<file path="src/rtl/irq_chain_pkg.sv">
package irq_chain_pkg;
  localparam int unsigned BUS_W = 8;
  localparam logic [BUS_W-1:0] RET_PREFIX = 8'hED;
  localparam logic [BUS_W-1:0] RET_SUFFIX = 8'h4D;

  typedef struct packed {
    logic ack_io;      // acknowledge with I/O request asserted
    logic fetch_first; // first sampled edge of an opcode fetch
  } bus_evt_t;
endpackage

</file>
<file path="src/rtl/ichn_strobe_decode.sv">
module ichn_strobe_decode
  import irq_chain_pkg::*;
(
  input  logic     clk,
  input  logic     rst_n,
  input  logic     m1_n_i,
  input  logic     iorq_n_i,
  input  logic     rd_n_i,
  output bus_evt_t evt_o
);
  logic fetch_now;
  logic fetch_seen_q;
  logic fetch_seen_d;

  // Fetch: M1 and RD active, no I/O request. Acknowledge: M1 active, RD idle.
  always_comb begin
    fetch_now         = !m1_n_i && !rd_n_i && iorq_n_i;
    fetch_seen_d      = fetch_now;
    evt_o.fetch_first = fetch_now && !fetch_seen_q;
    evt_o.ack_io      = !m1_n_i && rd_n_i && !iorq_n_i;
  end

  always_ff @(posedge clk or negedge rst_n) begin
    if (!rst_n) fetch_seen_q <= 1'b0;
    else        fetch_seen_q <= fetch_seen_d;
  end
endmodule

</file>
<file path="src/rtl/ichn_ret_snoop.sv">
module ichn_ret_snoop
  import irq_chain_pkg::*;
#(
  parameter int unsigned W = BUS_W,
  parameter logic [W-1:0] PREFIX = RET_PREFIX,
  parameter logic [W-1:0] SUFFIX = RET_SUFFIX
) (
  input  logic         clk,
  input  logic         rst_n,
  input  logic         fetch_first_i,
  input  logic [W-1:0] data_i,
  output logic         ret_hit_o
);
  logic armed_q;
  logic armed_d;

  always_comb begin
    armed_d   = armed_q;
    ret_hit_o = 1'b0;
    if (fetch_first_i) begin
      ret_hit_o = armed_q && (data_i == SUFFIX);
      armed_d   = (data_i == PREFIX);
    end
  end

  always_ff @(posedge clk or negedge rst_n) begin
    if (!rst_n) armed_q <= 1'b0;
    else        armed_q <= armed_d;
  end
endmodule

</file>
<file path="src/rtl/ichn_flags.sv">
module ichn_flags
  import irq_chain_pkg::*;
#(
  parameter int unsigned W = BUS_W
) (
  input  logic         clk,
  input  logic         rst_n,
  input  logic         irq_pulse_i,
  input  logic         ack_io_i,
  input  logic         ret_hit_i,
  input  logic         chain_en_i,
  input  logic [W-1:0] vector_i,
  output logic         pend_o,
  output logic         serv_o,
  output logic         drive_o,
  output logic [W-1:0] vec_o
);
  logic         pend_q, pend_d;
  logic         serv_q, serv_d;
  logic         drive_q, drive_d;
  logic [W-1:0] vec_q, vec_d;
  logic         take;
  logic         vec_en;

  always_comb begin
    take    = ack_io_i && !drive_q && chain_en_i && pend_q;
    vec_en  = take;
    vec_d   = vector_i;
    pend_d  = irq_pulse_i || (pend_q && !take);
    serv_d  = take || (serv_q && !(ret_hit_i && chain_en_i));
    drive_d = ack_io_i && (drive_q || take);
  end

  always_ff @(posedge clk or negedge rst_n) begin
    if (!rst_n) begin
      pend_q  <= 1'b0;
      serv_q  <= 1'b0;
      drive_q <= 1'b0;
    end else begin
      pend_q  <= pend_d;
      serv_q  <= serv_d;
      drive_q <= drive_d;
    end
  end

  always_ff @(posedge clk or negedge rst_n) begin
    if (!rst_n)      vec_q <= '0;
    else if (vec_en) vec_q <= vec_d;
  end

  assign pend_o  = pend_q;
  assign serv_o  = serv_q;
  assign drive_o = drive_q;
  assign vec_o   = vec_q;

  // a completed return seen with the chain enabled ends service
  a_r7_return_clears: assert property (@(posedge clk) disable iff (!rst_n)
    (ret_hit_i && chain_en_i && !ack_io_i) |=> !serv_q);
  // a source pulse always leaves a request pending
  a_r10_pulse_pends: assert property (@(posedge clk) disable iff (!rst_n)
    irq_pulse_i |=> pend_q);
endmodule

</file>
<file path="src/rtl/irq_chain_node.sv">
module irq_chain_node
  import irq_chain_pkg::*;
#(
  parameter int unsigned W = BUS_W
) (
  input  logic         clk,
  input  logic         rst_n,
  input  logic         irq_pulse_i,
  input  logic         m1_n_i,
  input  logic         iorq_n_i,
  input  logic         rd_n_i,
  input  logic         ien_in_i,
  output logic         ien_out_o,
  output logic         int_n_o,
  input  logic [W-1:0] data_i,
  input  logic [W-1:0] vector_i,
  output logic [W-1:0] data_o,
  output logic         data_oe_o
);
  bus_evt_t     evt;
  logic         ret_hit;
  logic         pend, serv, drive;
  logic [W-1:0] vec;

  ichn_strobe_decode u_dec (
    .clk      (clk),
    .rst_n    (rst_n),
    .m1_n_i   (m1_n_i),
    .iorq_n_i (iorq_n_i),
    .rd_n_i   (rd_n_i),
    .evt_o    (evt)
  );

  ichn_ret_snoop #(.W(W)) u_snoop (
    .clk           (clk),
    .rst_n         (rst_n),
    .fetch_first_i (evt.fetch_first),
    .data_i        (data_i),
    .ret_hit_o     (ret_hit)
  );

  ichn_flags #(.W(W)) u_flags (
    .clk         (clk),
    .rst_n       (rst_n),
    .irq_pulse_i (irq_pulse_i),
    .ack_io_i    (evt.ack_io),
    .ret_hit_i   (ret_hit),
    .chain_en_i  (ien_in_i),
    .vector_i    (vector_i),
    .pend_o      (pend),
    .serv_o      (serv),
    .drive_o     (drive),
    .vec_o       (vec)
  );

  // Pending or in-service both block the lower chain.
  assign ien_out_o = ien_in_i && !pend && !serv;
  assign int_n_o   = !(pend && !serv && ien_in_i);
  assign data_oe_o = drive;
  assign data_o    = drive ? vec : '0;

  // the drive only begins on an acknowledge with I/O request
  a_r4_drive_needs_ack: assert property (@(posedge clk) disable iff (!rst_n)
    $rose(data_oe_o) |-> ($past(!m1_n_i) && $past(!iorq_n_i) && $past(rd_n_i)));
  // the acknowledged request moves from pending to in service
  a_r4_take_moves_flags: assert property (@(posedge clk) disable iff (!rst_n)
    $rose(data_oe_o) |-> (serv && $past(pend)));
  // a node without chain enable never starts a drive
  a_r5_no_drive_blocked: assert property (@(posedge clk) disable iff (!rst_n)
    $rose(data_oe_o) |-> $past(ien_in_i));
  // the vector holds steady for the whole drive
  a_r4_vector_stable: assert property (@(posedge clk) disable iff (!rst_n)
    (data_oe_o && $past(data_oe_o)) |-> $stable(data_o));
  // a fetch cycle never turns on the drive
  a_r11_fetch_no_drive: assert property (@(posedge clk) disable iff (!rst_n)
    (!m1_n_i && !rd_n_i) |=> !$rose(data_oe_o));
endmodule

</file>
<file path="config.mk">
export PLATFORM = sky130hd
export DESIGN_NAME = irq_chain_node
export DESIGN_NICKNAME = d
export VERILOG_FILES = /design/src/rtl/irq_chain_pkg.sv /design/src/rtl/ichn_strobe_decode.sv /design/src/rtl/ichn_ret_snoop.sv /design/src/rtl/ichn_flags.sv /design/src/rtl/irq_chain_node.sv
export SDC_FILE = /design/constraint.sdc
export NUM_CORES = 1
export LEC_CHECK = 0
export ABC_AREA = 1
export CELL_PAD_IN_SITES_DETAIL_PLACEMENT = 1
export CELL_PAD_IN_SITES_GLOBAL_PLACEMENT = 1
export CORE_MARGIN = 1.5
export CORE_UTILIZATION = 30
export CTS_BUF_LIST = sky130_fd_sc_hd__clkbuf_4
export CTS_CLUSTER_SIZE = 8
export DETAILED_ROUTE_END_ITERATION = 10
export GPL_TIMING_DRIVEN = 0
export PLACE_DENSITY = 0.81
export SYNTH_ARGS = -nofsm -noshare
export SYNTH_HDL_FRONTEND = slang
export SYNTH_SLANG_ARGS = --single-unit
</file>
<file path="constraint.sdc">
create_clock -name clk -period 3 [get_ports clk]
set_clock_uncertainty 0.15 [all_clocks]
set_input_delay 0.3 -clock clk [delete_from_list [all_inputs] [get_ports clk]]
set_output_delay 0.3 -clock clk [all_outputs]
set_load 0.1 [all_outputs]
</file>
== Word level (Yosys, flattened, before mapping) ==
Index checks and enable logic that the tools add are counted.
Cells by class
  reductions and logical operators: 30
  muxes and demuxes: 2
  equal/unequal tests: 2
Operators with widths (count)
  $logic_and 1x1->1: 17
  $logic_not 1->1: 10
  $eq 8x7->1 const B: 1
  $eq 8x8->1 const B: 1
  $mux 8: 1
  $logic_or 1x1->1: 3
  $mux 1: 1
Storage, ports and cells
  output and inout port bits: 11
  bits in registers: 13
  word-level logic and storage cells: 40
  input bits: 23

== Logic depth before layout (Yosys ltp) ==
  depth after elaboration: 9
  mapped depth: 7
  mapped depth without buffers: 7

== By module ==
A second synthesis with hierarchy kept.
Unflattened totals
  cells, all modules: 92
  area total of the unflattened synthesis: 669.4 um^2
Modules (own cells, without submodules)
  ichn_flags: seq. area each 275.3 um^2, area each 449.2 um^2, times used 1, cells each 48
  ichn_ret_snoop: seq. area each 25.0 um^2, area each 88.8 um^2, times used 1, cells each 17
  irq_chain_node: seq. area each 0.0 um^2, area each 81.3 um^2, times used 1, cells each 21
  ichn_strobe_decode: seq. area each 25.0 um^2, area each 50.0 um^2, times used 1, cells each 6

== Worst setup path before layout ==
Ideal clock, no wire load.
  path kind: register to output
  start point: register u_flags.pend_q, in the netlist u_flags.pend_o
  end point: output port ien_out_o
  slack: 0.050 ns
  cell stages (with the launch flop): 2
  buffers on the path: 0
  data arrival time: 2.500 ns
  required time: 2.550 ns
  path through: dfrtp_1 nor3_1
Between the ends
  word-level cells in the longest chain between the ends: 3
Ends and longest elaborated chain
  start, declared: line ichn_flags.sv:18  | logic pend_q, pend_d;
  start signal, assigned: line ichn_flags.sv:40  | pend_q <= pend_d;
  $logic_not 1->1: line irq_chain_node.sv:57  | assign ien_out_o = ien_in_i && !pend && !serv;
  $logic_and 1x1->1 (2 in series): line irq_chain_node.sv:57
  end, declared: line irq_chain_node.sv:13  | output logic ien_out_o,
Every way passes these cells.

== Worst setup path in the final report ==
  start point: input port ien_in_i
  end point: output port ien_out_o
Between the ends
  word-level cells in the longest chain between the ends: 2
Ends and longest elaborated chain
  start, declared: line irq_chain_node.sv:12  | input logic ien_in_i,
  $logic_and 1x1->1 (2 in series): line irq_chain_node.sv:57
Every way passes these cells.

==> impl_results.md <==
* Outcome: finished, final reports clean
* # H-tree levels at 1
* Clock Sinks at 13
* Slew margin rel. at 0.345
* Die footprint at 2690 um2
* Vias per Instance at 4.31
* # fillers at 283
* Root Driver: clkbuf_4
* Antenna diodes at 0
* Tmin final at 2.61 ns
* Worst path max stage delay at 1.16 ns
* Commonest non-fill, non-tap cell in the layout: clkdlybuf4s50_1
* Critical Path Fanout Max at 4
* Vias in the first global route at 727
* Worst IR Drop VDD at 0.000264 V
* Port bufs at 33
* Die Span Y at 51.9 um
* Layout cell share with drive strength beyond 1 at 0.132
* Residual DRC count at 0
* Total GRT Usage at 0.143
* Crit path required time at 2.55 ns
* Syn. warnings at 0
* Place WS at 0.377 ns
* Critical path, cell by cell: clkdlybuf4s50_1 > inv_1 > nor3_1 > clkdlybuf4s50_1
* Max cap viols at 0
* Initial antenna violation count at 0
* Via count at 676
* Post-route clock period utilization at 0.869
* ANT nets after route at 0
* Max-slew violation count at 0
* Die X at 51.9 um
* Syn-to-layout area delta at 55.1%
* FP Rows at 17
* Cts hold-fix bufs at 0
* Initial drt markers at 7
* Postcts setup bufs at 0
* Slack of the critical path at 0.394 ns
* Setup CP Type: input pin to output port
* Grt total ovfl at 0
* Commonest cells after routing, fill and taps aside: 33 x clkdlybuf4s50_1, 28 x nand2_1, 23 x inv_1
* P_leak at 0.578 nW
* Critical Path AT at 2.16 ns
* Unrepaired setup endpoints after global routing: no
* Mapped Area at 717 um2
* Worst-Margin Slew at 0.979 ns
* Clock-pin slew on the worst setup and hold paths at 0.08 ns
* Syn Inst Count at 92
* Worst Hold Class: input pin to asynchronous set/reset pin
* Final Routed Wirelength at 1770 um
* Power per Cell Area at 408 nW/um2
* Yosys cell types at 13
* Register area share after synthesis at 0.454
* Starting Density at 0.321
* Layout net count at 153
* Nature of the critical path startpoint: input pin
* Avg WL per Cell at 11.3 um
* Largest net degree at the start of global routing at 14
* CTS buffer count at 3
* Final GP Congestion at 0.691
* Yosys reg bits at 13
* Core box area at 2230 um2
* Global-route wire length before repair at 2880 um
* Mapped Avg Cell Area at 7.79 um2
* I/O Pins at 34
* F_max at 384 MHz
* Post-CTS sizing at 0
* Worst path most repeated cell: clkdlybuf4s50_1
* Setup crit end kind: output port
* Worst-Skew Late Latency at 0.27 ns
* Final Hold Vio Count at 0
* Final setup viols at 0
* Final TNS setup at 0 ns
* CTS tree: done
* HPWL after DPL at 1430 um
* Clk buf depth at 2
* Synthesized net count at 115
* TritonRoute pass-1 iters at 4
* Crit-path slowest cell: clkdlybuf4s50_1
-- cells in the mapped netlist, drive strengths merged --
master / number / area (um2)
nand3: 4 / 20.0
nand2: 28 / 105
dfrtp: 13 / 325
nor2: 10 / 47.6
o21ai: 8 / 70.1
nor3: 1 / 5.00
nand4: 2 / 27.5
a21o: 1 / 7.51
inv: 23 / 86.3
buf: 2 / 22.5
-- power by group --
part	switching, mW	internal (mW)
combinational	0.0678	0.0542
clock	0.0552	0.0605
sequential	0.0148	0.201
total	0.138	0.316
-- worst max-delay path, delay by kind of cell --
kind,cells,cell delay [ns]
buffers and inverters,3,1.70
and+or+nand+nor,1,0.15
-- state kept, by name, indices dropped and copies added (netlist names) --
name / count
u_flags.pend_o: 1
u_flags.drive_o: 1
u_dec.fetch_seen_q: 1
u_snoop.armed_q: 1
u_flags.serv_o: 1
u_flags.vec_o: 8
-- final timing paths --
kind | startpoint | end | slack [ns] | cells past startpoint
hold / removal | rst_n | u_flags.vec_o[5] | 0.25 | 1
hold reg to reg | u_snoop.armed_q | u_snoop.armed_q | 0.34 | 2
setup reg to reg | u_flags.drive_o | u_flags.vec_o[6] | 1.62 | 5
max in group asynchronous | rst_n | u_flags.drive_o | 2.06 | 1
setup / recovery | ien_in_i | ien_out_o | 0.39 | 4
min in group clk | u_snoop.armed_q | u_snoop.armed_q | 0.34 | 2
-- kinds of logic after synthesis --
| group | count (synthesis) | share of synthesized area |
|---|---|---|
| and+or+nand+nor | 45 | 0.286 |
| buffers and inverters | 25 | 0.152 |
| DFF | 13 | 0.454 |
| AOI/OAI and AO/OA | 9 | 0.108 |
-- per-layer routing --
layer / up-vias / track usage / part of all wire
li1: 343 / - / -
met1: 304 / 0.157 / 0.41
met2: 27 / 0.281 / 0.52
met3: 2 / 0.0172 / 0.064
met4: 0 / 0.0395 / 0.0056
met5: - / 0 / 0
-- metrics by stage --
stage	total power [mW]	utilization	cell area [um2]	hold slack, ns	instances
2_1_floorplan	0.290	-	717	-0.146	92
3_3_place_gp	0.337	0.485	1080	0.315	153
3_5_place_dp	0.343	0.485	1080	0.317	153
4_1_cts	0.461	0.498	1110	0.272	157
5_1_grt	0.480	0.498	1110	0.292	157
6_report	0.453	0.498	1110	0.253	157
-- cell type report --
class | count | area (um2) | share of cell area
timing repair buffer | 33 | 330 | 0.297
clock buffer | 4 | 30.0 | 0.0270
buffer | 2 | 22.5 | 0.0202
inverter | 23 | 86.3 | 0.0776
tap | 28 | 35.0 | 0.0315
multi-input combinational | 54 | 283 | 0.254
sequential | 13 | 325 | 0.292
Power figures use the tool's default switching activity.
